File: config.mk
export PLATFORM = sky130hd
export DESIGN_NAME = i2c_gc_detect
export DESIGN_NICKNAME = d
export VERILOG_FILES = /design/src/rtl/i2c_gc_pkg.sv /design/src/rtl/i2c_gc_sync.sv /design/src/rtl/i2c_gc_addr_match.sv /design/src/rtl/i2c_gc_detect.sv
export SDC_FILE = /design/constraint.sdc
export NUM_CORES = 1
export LEC_CHECK = 0
export BUFFER_PORTS_ARGS = -buffer_cell sky130_fd_sc_hd__buf_2
export CAP_MARGIN = 20
export CORE_MARGIN = 1.5
export CORE_UTILIZATION = 59
export CTS_CLUSTER_DIAMETER = 150
export DETAILED_ROUTE_END_ITERATION = 10
export PLACE_DENSITY = 0.83
export SLEW_MARGIN = 20
export SYNTH_ARGS = -nofsm -noshare
export SYNTH_HDL_FRONTEND = slang
export SYNTH_HIERARCHICAL = 1
export SYNTH_SLANG_ARGS = --single-unit
File: constraint.sdc
create_clock -name clk -period 6.6 [get_ports clk]
set_input_delay 0.66 -clock clk [delete_from_list [all_inputs] [get_ports clk]]
set_output_delay 0.66 -clock clk [all_outputs]
set_load 0.01 [all_outputs]
File: src/rtl/i2c_gc_pkg.sv
package i2c_gc_pkg;

    localparam int BYTE_W   = 8;
    localparam int ADDR_W   = 10;
    localparam int CNT_W    = 4;

    localparam logic [BYTE_W-1:0] GC_BYTE  = '0;
    localparam logic [4:0]        TEN_HDR  = 5'b11110;

    typedef enum logic [2:0] {
        PH_IDLE  = 3'd0,
        PH_ADDR1 = 3'd1,
        PH_ADDR2 = 3'd2,
        PH_DATA  = 3'd3,
        PH_SKIP  = 3'd4
    } phase_e;

    typedef struct packed {
        logic accept;
        logic to_addr2;
    } verdict_t;

    function automatic logic [BYTE_W-1:0] ten_header(input logic [1:0] hi);
        return {TEN_HDR, hi, 1'b0};
    endfunction

endpackage

File: src/rtl/i2c_gc_sync.sv
module i2c_gc_sync #(
    parameter int STAGES = 2
) (
    input  logic clk,
    input  logic rst,
    input  logic din,
    output logic dout,
    output logic prev
);
    logic [STAGES:0] chain;

    always_ff @(posedge clk) begin
        if (rst) chain <= '1;
        else     chain <= {chain[STAGES-1:0], din};
    end

    assign dout = chain[STAGES-1];
    assign prev = chain[STAGES];
endmodule

File: src/rtl/i2c_gc_addr_match.sv
module i2c_gc_addr_match
    import i2c_gc_pkg::*;
(
    input  phase_e                   phase,
    input  logic [BYTE_W-1:0]        byte_in,
    input  logic [ADDR_W-1:0]        own_addr,
    input  logic                     ten_bit,
    input  logic                     gc_en,
    output verdict_t                 verdict
);
    logic gc_hit, short_hit, hdr_hit;

    always_comb begin
        gc_hit    = gc_en && (byte_in == GC_BYTE);
        short_hit = !ten_bit && (byte_in == {own_addr[6:0], 1'b0});
        hdr_hit   = ten_bit && (byte_in == ten_header(own_addr[9:8]));
        verdict   = '0;
        case (phase)
            PH_ADDR1: begin
                verdict.accept   = gc_hit || short_hit || hdr_hit;
                verdict.to_addr2 = hdr_hit && !gc_hit;
            end
            PH_ADDR2: verdict.accept = (byte_in == own_addr[7:0]);
            PH_DATA:  verdict.accept = 1'b1;
            default:  verdict = '0;
        endcase
    end
endmodule

File: src/rtl/i2c_gc_detect.sv
module i2c_gc_detect
    import i2c_gc_pkg::*;
#(
    parameter int SYNC_STAGES = 2
) (
    input  logic              clk,
    input  logic              rst,
    input  logic              scl_i,
    input  logic              sda_i,
    input  logic [9:0]        own_addr,
    input  logic              ten_bit,
    input  logic              gc_en,
    input  logic              buf_rd,
    input  logic              irq_clr,
    output logic              sda_pull,
    output logic [7:0]        rx_data,
    output logic              buf_full,
    output logic              irq,
    output logic              ua,
    output logic              s_flag,
    output logic              p_flag,
    output logic              bus_free
);
    localparam int NLINES = 2;
    localparam logic [CNT_W-1:0] LAST_BIT = CNT_W'(BYTE_W - 1);
    localparam logic [CNT_W-1:0] ACK_SLOT = CNT_W'(BYTE_W);

    // index 1 = SCL, index 0 = SDA
    logic [NLINES-1:0] raw_l, cur_l, old_l;
    assign raw_l = {scl_i, sda_i};

    genvar g;
    generate
        for (g = 0; g < NLINES; g++) begin : g_line
            i2c_gc_sync #(.STAGES(SYNC_STAGES)) u_sync (
                .clk (clk),
                .rst (rst),
                .din (raw_l[g]),
                .dout(cur_l[g]),
                .prev(old_l[g])
            );
        end
    endgenerate

    logic start_evt, stop_evt, scl_rise, scl_fall;
    assign start_evt = cur_l[1] && old_l[1] &&  old_l[0] && !cur_l[0];
    assign stop_evt  = cur_l[1] && old_l[1] && !old_l[0] &&  cur_l[0];
    assign scl_rise  = cur_l[1] && !old_l[1];
    assign scl_fall  = !cur_l[1] && old_l[1];

    phase_e            phase, phase_nxt;
    logic [CNT_W-1:0]  bit_cnt;
    logic [BYTE_W-2:0] shreg;
    logic              in_ninth, ack_pend, ua_pend;
    logic              active;
    logic [BYTE_W-1:0] byte_now;
    verdict_t          verdict;

    assign active   = (phase == PH_ADDR1) || (phase == PH_ADDR2) || (phase == PH_DATA);
    assign byte_now = {shreg, cur_l[0]};

    i2c_gc_addr_match u_match (
        .phase   (phase),
        .byte_in (byte_now),
        .own_addr(own_addr),
        .ten_bit (ten_bit),
        .gc_en   (gc_en),
        .verdict (verdict)
    );

    always_ff @(posedge clk) begin
        if (rst) begin
            phase     <= PH_IDLE;
            phase_nxt <= PH_IDLE;
            bit_cnt   <= '0;
            shreg     <= '0;
            in_ninth  <= 1'b0;
            ack_pend  <= 1'b0;
            ua_pend   <= 1'b0;
            sda_pull  <= 1'b0;
            rx_data   <= '0;
            buf_full  <= 1'b0;
            irq       <= 1'b0;
            ua        <= 1'b0;
            s_flag    <= 1'b0;
            p_flag    <= 1'b0;
        end else begin
            if (buf_rd)  buf_full <= 1'b0;
            if (irq_clr) irq      <= 1'b0;

            if (start_evt || stop_evt) begin
                s_flag   <= start_evt;
                p_flag   <= stop_evt;
                phase    <= start_evt ? PH_ADDR1 : PH_IDLE;
                bit_cnt  <= '0;
                in_ninth <= 1'b0;
                ack_pend <= 1'b0;
                ua_pend  <= 1'b0;
                sda_pull <= 1'b0;
                ua       <= 1'b0;
            end else if (active && scl_rise) begin
                if (bit_cnt == ACK_SLOT) begin
                    in_ninth <= 1'b1;
                end else begin
                    shreg   <= byte_now[BYTE_W-2:0];
                    bit_cnt <= bit_cnt + 1'b1;
                    if (bit_cnt == LAST_BIT) begin
                        if (phase == PH_ADDR2) ua <= 1'b0;
                        ack_pend <= verdict.accept;
                        ua_pend  <= verdict.accept && verdict.to_addr2;
                        if (verdict.accept) begin
                            rx_data   <= byte_now;
                            buf_full  <= 1'b1;
                            phase_nxt <= verdict.to_addr2 ? PH_ADDR2 : PH_DATA;
                        end else begin
                            phase_nxt <= PH_SKIP;
                        end
                    end
                end
            end else if (active && scl_fall) begin
                if (in_ninth) begin
                    sda_pull <= 1'b0;
                    phase    <= phase_nxt;
                    bit_cnt  <= '0;
                    in_ninth <= 1'b0;
                    ack_pend <= 1'b0;
                    ua_pend  <= 1'b0;
                    if (ack_pend) irq <= 1'b1;
                    if (ua_pend)  ua  <= 1'b1;
                end else if (bit_cnt == ACK_SLOT) begin
                    sda_pull <= ack_pend;
                end
            end
        end
    end

    assign bus_free = p_flag || (!s_flag && !p_flag);

endmodule

==> flow_summary.toml, run 1 <==
[outcome]
outcome = "complete, no violations"

[critical_path]
critical_path_class = "flop to flop"
cp_max_fo = 11
required_ns = 6.82
regToRegSetupSlack_ns = 4.06
startpoint = "g_line[0].u_sync/chain[1]$_SDFF_PP1_"
rr_startpoint = "g_line[0].u_sync/chain[1]$_SDFF_PP1_"
r2r-end = "rx_data[2]$_SDFFE_PP0P_"
r2r_cells = 9
start_kind = "flop"
crit_end = "rx_data[2]$_SDFFE_PP0P_"
worstPathArrival_ns = 2.76
cp-end-kind = "flop"

[grt]
grt_overflow = 0
track_usage_pct = 22.9
antenna_found_initial = 0
grt_start_max_net_pins = 33
grt_pass1_wl_um = 6210
grt_pass1_vias = 1330

[die]
io_pins = 33
die-area_um2 = 3600
die_h_um = 60.0
initial_utilization_pct = 62.2
die_w_um = 60.0
fp-row-count = 20
core_um2 = 3080

[sta]
hold_violations = 0
fmax_mhz = 394
relSlewSlack_pct = 35.4
rsz0062_at_grt = "false"
worst_slew_pin_slew_ns = 0.968
setup_tns_ns = 0
setup_viol = 0
slew_violations = 0
skew_ns = 0.0111
timing.final.crit_share_pct = 38.5
fin_crit_ns = 2.54

[clock_network]
cts_tree = "built"
cts-buffers-inserted = 5
postCtsSetupRepairBufs = 0
hold_buffers = 0
cts_root_buffer = "clkbuf_4"
cts_buffer_depth = 2
path_clk_slew_ns = 0.11
clock_latency_ns = 0.34
clkSinkCount = 40
cts_resized = 0
cts-htree-levels = 2

[layout]
n_antenna_cell = 0
final_common_cell = "dfxtp_1"
final_cells = 281
final_util_pct = 69.4
fillers = 263
final_cell_mix = "40 x dfxtp_1, 32 x buf_2, 29 x nor2_1"
drive_gt1_share_pct = 20.3
syn2layout_area_growth_pct = 11.6
finalNetCount = 257

[logic_synthesis]
synth-seq-cells = 40
synth_area_um2 = 1920
avgSynthCellArea_um2 = 9.30
ys_async_sr_fraction_pct = 0
syn_inst = 206
synth.net_count = 226
synth_flop_cell = "dfxtp_1"
yosysSeqAreaShare_pct = 41.8
synth_warnings = 6
synth_edf_count = 0
synth_cell_types = 48

[route]
drc = 0
firstDrtPassIters = 4
routed_wl_um = 3810
routedWlPerCell_um = 13.6
dr.first_iter.drc_count = 52
num_vias = 1518
ant_nets = 0
drt-vias-per-instance = 5.40

[placement]
hpwl_um = 2770
dpl.cell_count = 274
gp_congestion = 0.792
io_buffer_count = 32

[power]
p_leak_nw = 0.962
power_density_nw_per_um2 = 181
ir_drop_v = 0.000157

[flow_run]
cap_violations = 0

[min_path]
hold_class = "flop to flop"
## cells in the mapped netlist (2+ instances only)
cell      number  share of area (%)
dfxtp_1       40                 42
clkbuf_1       4               0.78
inv_1          8                1.6
ha_1           2                1.3
and3b_1        2               0.91
nor2b_1        2               0.65
buf_2          2               0.52
a21oi_1       14                3.7
mux2i_1       17                8.9
a32oi_1        2               0.91
nand2_1        7                1.4
nor2_1        29                5.7
or2_1          6                2.0
xor2_1        15                6.9
or3b_1         2               0.91
nand2b_1       2               0.65
o32ai_1        2               0.91
nor4_1         3               0.98
o21ai_0        3               0.78
nand3_1        9                2.4
nor3_1         5                1.3
xnor2_1        4                1.8
## per-stage QoR
stage	power, mW	setup WS [ns]	hold WS (ns)	instance area (um2)
floorplan	0.268	4.17	0.385	1920
global placement	0.277	3.95	0.397	2090
detailed placement	0.278	3.85	0.395	2090
CTS	0.388	4.06	0.430	2140
global route	0.404	3.86	0.461	2140
finish	0.387	4.06	0.428	2140
## per-layer routing
layer | vias to the layer above | routed length [um] | global-route usage (%)
li1 | 784 | - | -
met1 | 701 | 1930 | 33.2
met2 | 30 | 1720 | 34.2
met3 | 3 | 133 | 6.06
met4 | 0 | 21 | 4.76
met5 | - | 0 | 0
## worst max-delay path: stages, from the launching register on
cell     delay (ns)
dfxtp_1        0.45
nor2_2         0.17
nand3_1        0.08
or4_1          0.53
and3_1         0.20
o32ai_1        0.14
and3b_1        0.23
nand4_2        0.31
mux2i_1        0.26
nor2_1         0.05
## cell families after synthesis
logic type / count (synthesis) / share of synthesized area [%]
compound gates: 29 / 10.1
flops: 40 / 41.8
mux: 17 / 8.88
xor+xnor: 19 / 8.69
fa+ha+maj: 2 / 1.31
buf+inv: 16 / 3.66
simple gates: 83 / 25.6
## state kept, by name, indices dropped and copies added, names as in the netlist, 3 cells and up
signal and count:
rx_data 8, phase 3, phase_nxt 3, g_line.u_sync/chain 6, bit_cnt 4, shreg 7
## power by group
| group | internal [mW] | switching [mW] | leakage, nW |
|---|---|---|---|
| Clock | 0.0393 | 0.0750 | 0.0281 |
| Combinational | 0.0112 | 0.0143 | 0.610 |
| Sequential | 0.244 | 0.00314 | 0.324 |
## final cells by class
cell class,instances,area (um2),area share [%]
well taps,44,55.1,2.58
clock buffers,6,41.3,1.93
multi-input cells,150,1040,48.9
flip-flops and latches,40,801,37.5
repair buffers,32,160,7.49
inverters,8,30.0,1.41
clock inverters,1,5.00,0.234
## worst min-delay path by stage
stage | cells past startpoint | start | slack (ns) | end
floorplan | 1 | g_line[0].u_sync/chain[0]$_SDFF_PP1_ | 0.39 | g_line[0].u_sync/chain[1]$_SDFF_PP1_
global placement | 1 | g_line[0].u_sync/chain[0]$_SDFF_PP1_ | 0.40 | g_line[0].u_sync/chain[1]$_SDFF_PP1_
detailed placement | 1 | g_line[0].u_sync/chain[0]$_SDFF_PP1_ | 0.40 | g_line[0].u_sync/chain[1]$_SDFF_PP1_
CTS | 1 | g_line[0].u_sync/chain[0]$_SDFF_PP1_ | 0.43 | g_line[0].u_sync/chain[1]$_SDFF_PP1_
global route | 1 | g_line[0].u_sync/chain[0]$_SDFF_PP1_ | 0.46 | g_line[0].u_sync/chain[1]$_SDFF_PP1_
finish | 1 | g_line[0].u_sync/chain[0]$_SDFF_PP1_ | 0.43 | g_line[0].u_sync/chain[1]$_SDFF_PP1_
Note: power is estimated with default switching activity, not from simulation.
==> run 2, diff against run 1 <==
--- a/config.mk
+++ b/config.mk
@@ -5,13 +5,14 @@
 export SDC_FILE = /design/constraint.sdc
 export NUM_CORES = 1
 export LEC_CHECK = 0
+export ABC_AREA = 1
 export BUFFER_PORTS_ARGS = -buffer_cell sky130_fd_sc_hd__buf_2
 export CAP_MARGIN = 20
 export CORE_MARGIN = 1.5
-export CORE_UTILIZATION = 59
+export CORE_UTILIZATION = 50
 export CTS_CLUSTER_DIAMETER = 150
 export DETAILED_ROUTE_END_ITERATION = 10
-export PLACE_DENSITY = 0.83
+export PLACE_DENSITY = 0.75
 export SLEW_MARGIN = 20
 export SYNTH_ARGS = -nofsm -noshare
 export SYNTH_HDL_FRONTEND = slang
==> constraint.sdc (replaced) <==
create_clock -name clk -period 2.22 [get_ports clk]
set_input_delay 0.222 -clock clk [delete_from_list [all_inputs] [get_ports clk]]
set_output_delay 0.222 -clock clk [all_outputs]
set_load 0.01 [all_outputs]
==> flow_summary.toml, run 2 <==
[sta]
timing.final.crit_share_pct = 86.7
fin_crit_ns = 1.93
fmax_mhz = 519
skew_ns = 0.00188
setup_tns_ns = 0
relSlewSlack_pct = 68.0
setup_viol = 0
hold_violations = 0
worst_slew_pin_slew_ns = 0.476
rsz0062_at_grt = "false"
slew_violations = 0

[grt]
grt_util_met3_pct = 5.50
antenna_found_initial = 0
grt.busiest_layer = "met2"
grt_overflow = 0
grt_start_max_net_pins = 24
grt_pass1_wl_um = 7530
track_usage_pct = 22.0
grt_pass1_vias = 1702
use_met2_pct = 35.2
grt_util_met1_pct = 29.1

[route]
num_vias = 2029
drt-vias-per-instance = 5.00
firstDrtPassIters = 4
dr.first_iter.drc_count = 138
drc = 0
routed_wl_um = 4480
routedWlPerCell_um = 11.0
ant_nets = 0

[min_path]
hp-start = "sda_i"
hold_class = "input port to flop"

[critical_path]
r2r_cells = 13
critical_path_class = "flop to flop"
r2r-end = "rx_data[5]$_SDFFE_PP0P_"
rr_startpoint = "shreg[1]$_SDFFE_PP0P_"
cp_max_fo = 12
cp-end-kind = "flop"
regToRegSetupSlack_ns = 0.29
crit_end = "rx_data[5]$_SDFFE_PP0P_"
start_kind = "flop"
required_ns = 2.39
worstPathArrival_ns = 2.09
startpoint = "shreg[1]$_SDFFE_PP0P_"

[logic_synthesis]
synth-seq-cells = 40
synth_area_um2 = 2080
synth_cell_types = 26
ys_top_cells_by_area = "dfxtp_1 38%, nand2_1 21%, inv_1 8.3%"
avgSynthCellArea_um2 = 6.52
yosys.area.top_type = "dfxtp_1"
syn_inst = 319
yosysSeqAreaShare_pct = 38.5
ys_top_cells_by_count = "114 x nand2_1, 46 x inv_1, 40 x dfxtp_1"
yosys.area.top_type_share_pct = 38.5
synth_warnings = 6
yosysMostFrequentCell = "nand2_1"
synth_edf_count = 0
synth.net_count = 339
ys_async_sr_fraction_pct = 0
synth_flop_cell = "dfxtp_1"

[clock_network]
cts_resized = 0
cts-buffers-inserted = 5
cts_buffer_depth = 2
path_clk_slew_ns = 0.08
cts_tree = "built"
cts_root_buffer = "clkbuf_8"
hold_buffers = 0
cts-htree-levels = 2
clkSinkCount = 40
clock_latency_ns = 0.29
postCtsSetupRepairBufs = 0

[die]
core_um2 = 4000
die_h_um = 67.5
die-area_um2 = 4560
io_pins = 33
die_w_um = 67.5
initial_utilization_pct = 52.0
fp-row-count = 23

[layout]
syn2layout_area_growth_pct = 14.2
regMostFlops = "rx_data"
finalNetCount = 375
final_cell_mix = "114 x nand2_1, 46 x inv_1, 40 x dfxtp_1"
final_common_cell = "nand2_1"
fillers = 401
largest_register_ffs = 8
drive_gt1_share_pct = 18.3
n_antenna_cell = 0
largest_registers = "rx_data (8), shreg (7), g_line.u_sync/chain (6)"
final_cells = 406

[placement]
io_buffer_count = 32
dpl.cell_count = 398
gp_congestion = 0.834
hpwl_um = 3390

[power]
clkPwrFrac_pct = 37.8
pwr-share-comb_pct = 7.3
power_frac_seq_pct = 54.9
totalPowerFinal_mw = 1.33
ir_drop_v = 0.000440
power_switching_mw = 0.321
swShare_pct = 24.2
p_leak_nw = 1.16
power_density_nw_per_um2 = 560
p_int_mw = 1.01

[flow_run]
cap_violations = 0

[outcome]
outcome = "complete, no violations"
[run 2: cell count changes in the layout (fill, tap and decap cells not counted), moves of 6 or more]
| cell | change |
|---|---|
| a21oi_1 | +16 |
| clkbuf_8 | +6 |
| inv_1 | +38 |
| inv_2 | +9 |
| mux2i_1 | -17 |
| nand2_1 | +107 |
| nand3_1 | +7 |
| nor2_1 | -6 |
| or2_1 | -6 |
| xor2_1 | -14 |
[run 2: area by class of cell]
type                       count  area (um2)  area share (%)
clock buffer                   6        82.6            3.48
clock inverter                 2        10.0           0.421
inverter                      55         206            8.69
multi-input combinational    220        1050            44.0
sequential                    40         801            33.7
tap                           50        62.6            2.63
timing repair buffer          33         168            7.06
[run 2: routing by layer]
layer | part of all wire (%) | vias to the layer above | wire (um)
li1 | - | 1055 | -
met1 | 47 | 926 | 2120
met2 | 46 | 44 | 2050
met3 | 5.7 | 4 | 254
met4 | 1.2 | 0 | 53
met5 | 0 | - | 0
[run 2: critical path, cell delays in order, from the launching register on]
cell and delay [ns]:
dfxtp_1 0.53, inv_2 0.07, nand2_1 0.07, nand2_1 0.05, nor2_1 0.09, nand2_1 0.09, nand2_1 0.06, inv_1 0.03
nand2_1 0.05, nand2_1 0.04, nand2_1 0.32, nand2_2 0.22, nand2_1 0.11, a21oi_1 0.06
[run 2: kinds of logic after synthesis]
logic type | Yosys count | synth area share (%)
AO/OA/AOI/OAI | 40 | 9.80
XOR/XNOR | 5 | 2.10
adder cells (fa/ha/maj) | 2 | 1.20
buffers and inverters | 59 | 11.2
flip-flops | 40 | 38.5
AND/OR/NAND/NOR | 173 | 37.2
[run 2: worst min path at each step]
| stage | end | slack, ns | cells past startpoint |
|---|---|---|---|
| final | g_line[0].u_sync/chain[0]$_SDFF_PP1_ | 0.1 | 3 |
| after global routing | g_line[0].u_sync/chain[0]$_SDFF_PP1_ | 0.10 | 3 |
| after CTS | g_line[1].u_sync/chain[0]$_SDFF_PP1_ | 0.10 | 3 |
| after detailed placement | g_line[0].u_sync/chain[1]$_SDFF_PP1_ | 0.40 | 2 |
| after global placement | g_line[1].u_sync/chain[1]$_SDFF_PP1_ | 0.39 | 2 |
| after floorplan | g_line[0].u_sync/chain[0]$_SDFF_PP1_ | 0.31 | 2 |
[run 2: stage by stage]
step                hold WS (ns)  setup WS, ns  instance area, um2  utilization [%]
finish                    0.0995         0.294                2380             59.4
global route               0.102        0.0944                2380             59.4
CTS                        0.100         0.307                2380             59.4
detailed placement         0.398         0.316                2280             57.1
global placement           0.387         0.403                2280             57.1
floorplan                  0.314         0.777                2080                -
[run 2: power groups by stage]
stage	Sequential, mW	Combinational, mW	Clock (mW)
CTS	0.730	0.0977	0.513
global placement	0.747	0.0952	0
detailed placement	0.747	0.0969	0
global route	0.731	0.112	0.546
floorplan	0.747	0.0612	0
finish	0.730	0.0972	0.502
==> run 3, diff against run 2 <==
--- a/config.mk
+++ b/config.mk
@@ -6,7 +6,7 @@
 export NUM_CORES = 1
 export LEC_CHECK = 0
 export ABC_AREA = 1
-export BUFFER_PORTS_ARGS = -buffer_cell sky130_fd_sc_hd__buf_2
+export BUFFER_PORTS_ARGS = -buffer_cell sky130_fd_sc_hd__buf_4
 export CAP_MARGIN = 20
 export CORE_MARGIN = 1.5
 export CORE_UTILIZATION = 50
==> flow_summary.toml, run 3 (same netlist as run 2, synthesis figures left out) <==
[critical_path]
slowest_stage = "dfxtp_1"
worstPathArrival_ns = 2.05
critical_path_class = "flop to flop"
rr_startpoint = "shreg[0]$_SDFFE_PP0P_"
required_ns = 2.40
worst_path_most_repeated_cell = "nand2_1"
cp-end-kind = "flop"
start_kind = "flop"
path_cells = "nor2_1 > nor2_1 > nand2_1 > nor2_1 > nand2_1 > nand2_1 > nand2_1 > nand2_1 > nand2_2 > nand2_1 > a21oi_1"
startpoint = "shreg[0]$_SDFFE_PP0P_"
cp_max_fo = 12
slowest_delay_ns = 0.49

[clock_network]
path_clk_slew_ns = 0.08
cts_root_buffer = "clkbuf_8"
clkSinkCount = 40
postCtsSetupRepairBufs = 0
hold_buffers = 0
cts_tree = "built"
cts-buffers-inserted = 5
clock_latency_ns = 0.29
cts_buffer_depth = 2
cts-htree-levels = 2
cts_resized = 0

[die]
io_pins = 33
fp-row-count = 23
die_h_um = 67.5
die-area_um2 = 4560
die_w_um = 67.5
initial_utilization_pct = 52.0
core_um2 = 4000

[sta]
timing.final.crit_share_pct = 84.5
slew_violations = 0
relSlewSlack_pct = 66.8
worst_slew_pin_slew_ns = 0.494
skew_ns = 0.00978
setup_viol = 0
fin_crit_ns = 1.88
rsz0062_at_grt = "false"
hold_violations = 0
setup_tns_ns = 0
fmax_mhz = 533

[route]
dr.first_iter.drc_count = 77
ant_nets = 0
routed_wl_um = 4500
routedWlPerCell_um = 11.1
firstDrtPassIters = 5
num_vias = 1993
drc = 0
drt-vias-per-instance = 4.91

[grt]
track_usage_pct = 22.6
grt_overflow = 0
grt_pass1_vias = 1822
antenna_found_initial = 0
grt_pass1_wl_um = 7850
grt_start_max_net_pins = 24

[placement]
io_buffer_count = 32
hpwl_um = 3480
gp_congestion = 0.828

[power]
power_frac_seq_pct = 54.2
power_density_nw_per_um2 = 548
clkPwrFrac_pct = 37.9
power_switching_mw = 0.326
swShare_pct = 24.2
p_leak_nw = 1.16
pwr-share-comb_pct = 7.9
ir_drop_v = 0.000570
p_int_mw = 1.02

[layout]
largest_register_ffs = 8
regMostFlops = "rx_data"
final_cell_mix = "114 x nand2_1, 46 x inv_1, 40 x dfxtp_1"
syn2layout_area_growth_pct = 18.3
n_antenna_cell = 0
largest_registers = "rx_data (8), shreg (7), g_line.u_sync/chain (6)"
final_common_cell = "nand2_1"
final_util_pct = 61.5
finalNetCount = 375
drive_gt1_share_pct = 18.3

[outcome]
outcome = "complete, no violations"

[flow_run]
cap_violations = 0

[min_path]
hold_class = "input port to flop"
hp-start = "sda_i"
run 3: changes by cell type in the layout (fill, tap and decap cells not counted):
cell / change
clkinv_2: -2
buf_4: +32
buf_2: -32
clkinvlp_4: +2
run 3: layer usage:
layer	GRT usage (%)	wire length, um
met1	30.3	2150
met2	37.1	2050
met3	4.50	243
met4	5.36	51
met5	0	0
run 3: per-stage QoR:
| stage | worst slack [ns] | std cells | instance area, um2 | hold WS [ns] | total power [mW] |
|---|---|---|---|---|---|
| floorplan | 0.777 | 319 | 2080 | 0.314 | 0.808 |
| global placement | 0.402 | 398 | 2360 | 0.387 | 0.852 |
| detailed placement | 0.371 | 398 | 2360 | 0.397 | 0.854 |
| CTS | 0.372 | 406 | 2460 | 0.0968 | 1.36 |
| global route | 0.112 | 406 | 2460 | 0.103 | 1.40 |
| finish | 0.344 | 406 | 2460 | 0.0998 | 1.35 |
run 3: layout make-up:
cell class,count,area [um2]
repair buffers,33,248
well taps,50,62.6
clock inverters,2,15.0
fillers,391,1540
flip-flops and latches,40,801
multi-input cells,220,1050
inverters,55,206
clock buffers,6,82.6
run 3: worst paths after layout:
check / cells past startpoint / slack, ns / endpoint
worst max-delay path: 11 / 0.34 / rx_data[5]$_SDFFE_PP0P_
worst min register to register: 2 / 0.41 / g_line[1].u_sync/chain[1]$_SDFF_PP1_
worst min-delay path: 3 / 0.1 / g_line[0].u_sync/chain[0]$_SDFF_PP1_
worst max register to register: 11 / 0.34 / rx_data[5]$_SDFFE_PP0P_
run 3: worst max-delay path: cells and delay by family, from the launching register on:
family	cells	cell delay, ns
compound gates	1	0.06
simple gates	10	1.21
flops	1	0.49
run 3: power by group through the flow:
stage,registers (mW),logic [mW],clock network (mW)
3_5_place_dp,0.747,0.107,0
3_3_place_gp,0.747,0.105,0
6_report,0.730,0.107,0.510
4_1_cts,0.730,0.108,0.522
5_1_grt,0.731,0.123,0.549
2_1_floorplan,0.747,0.0612,0
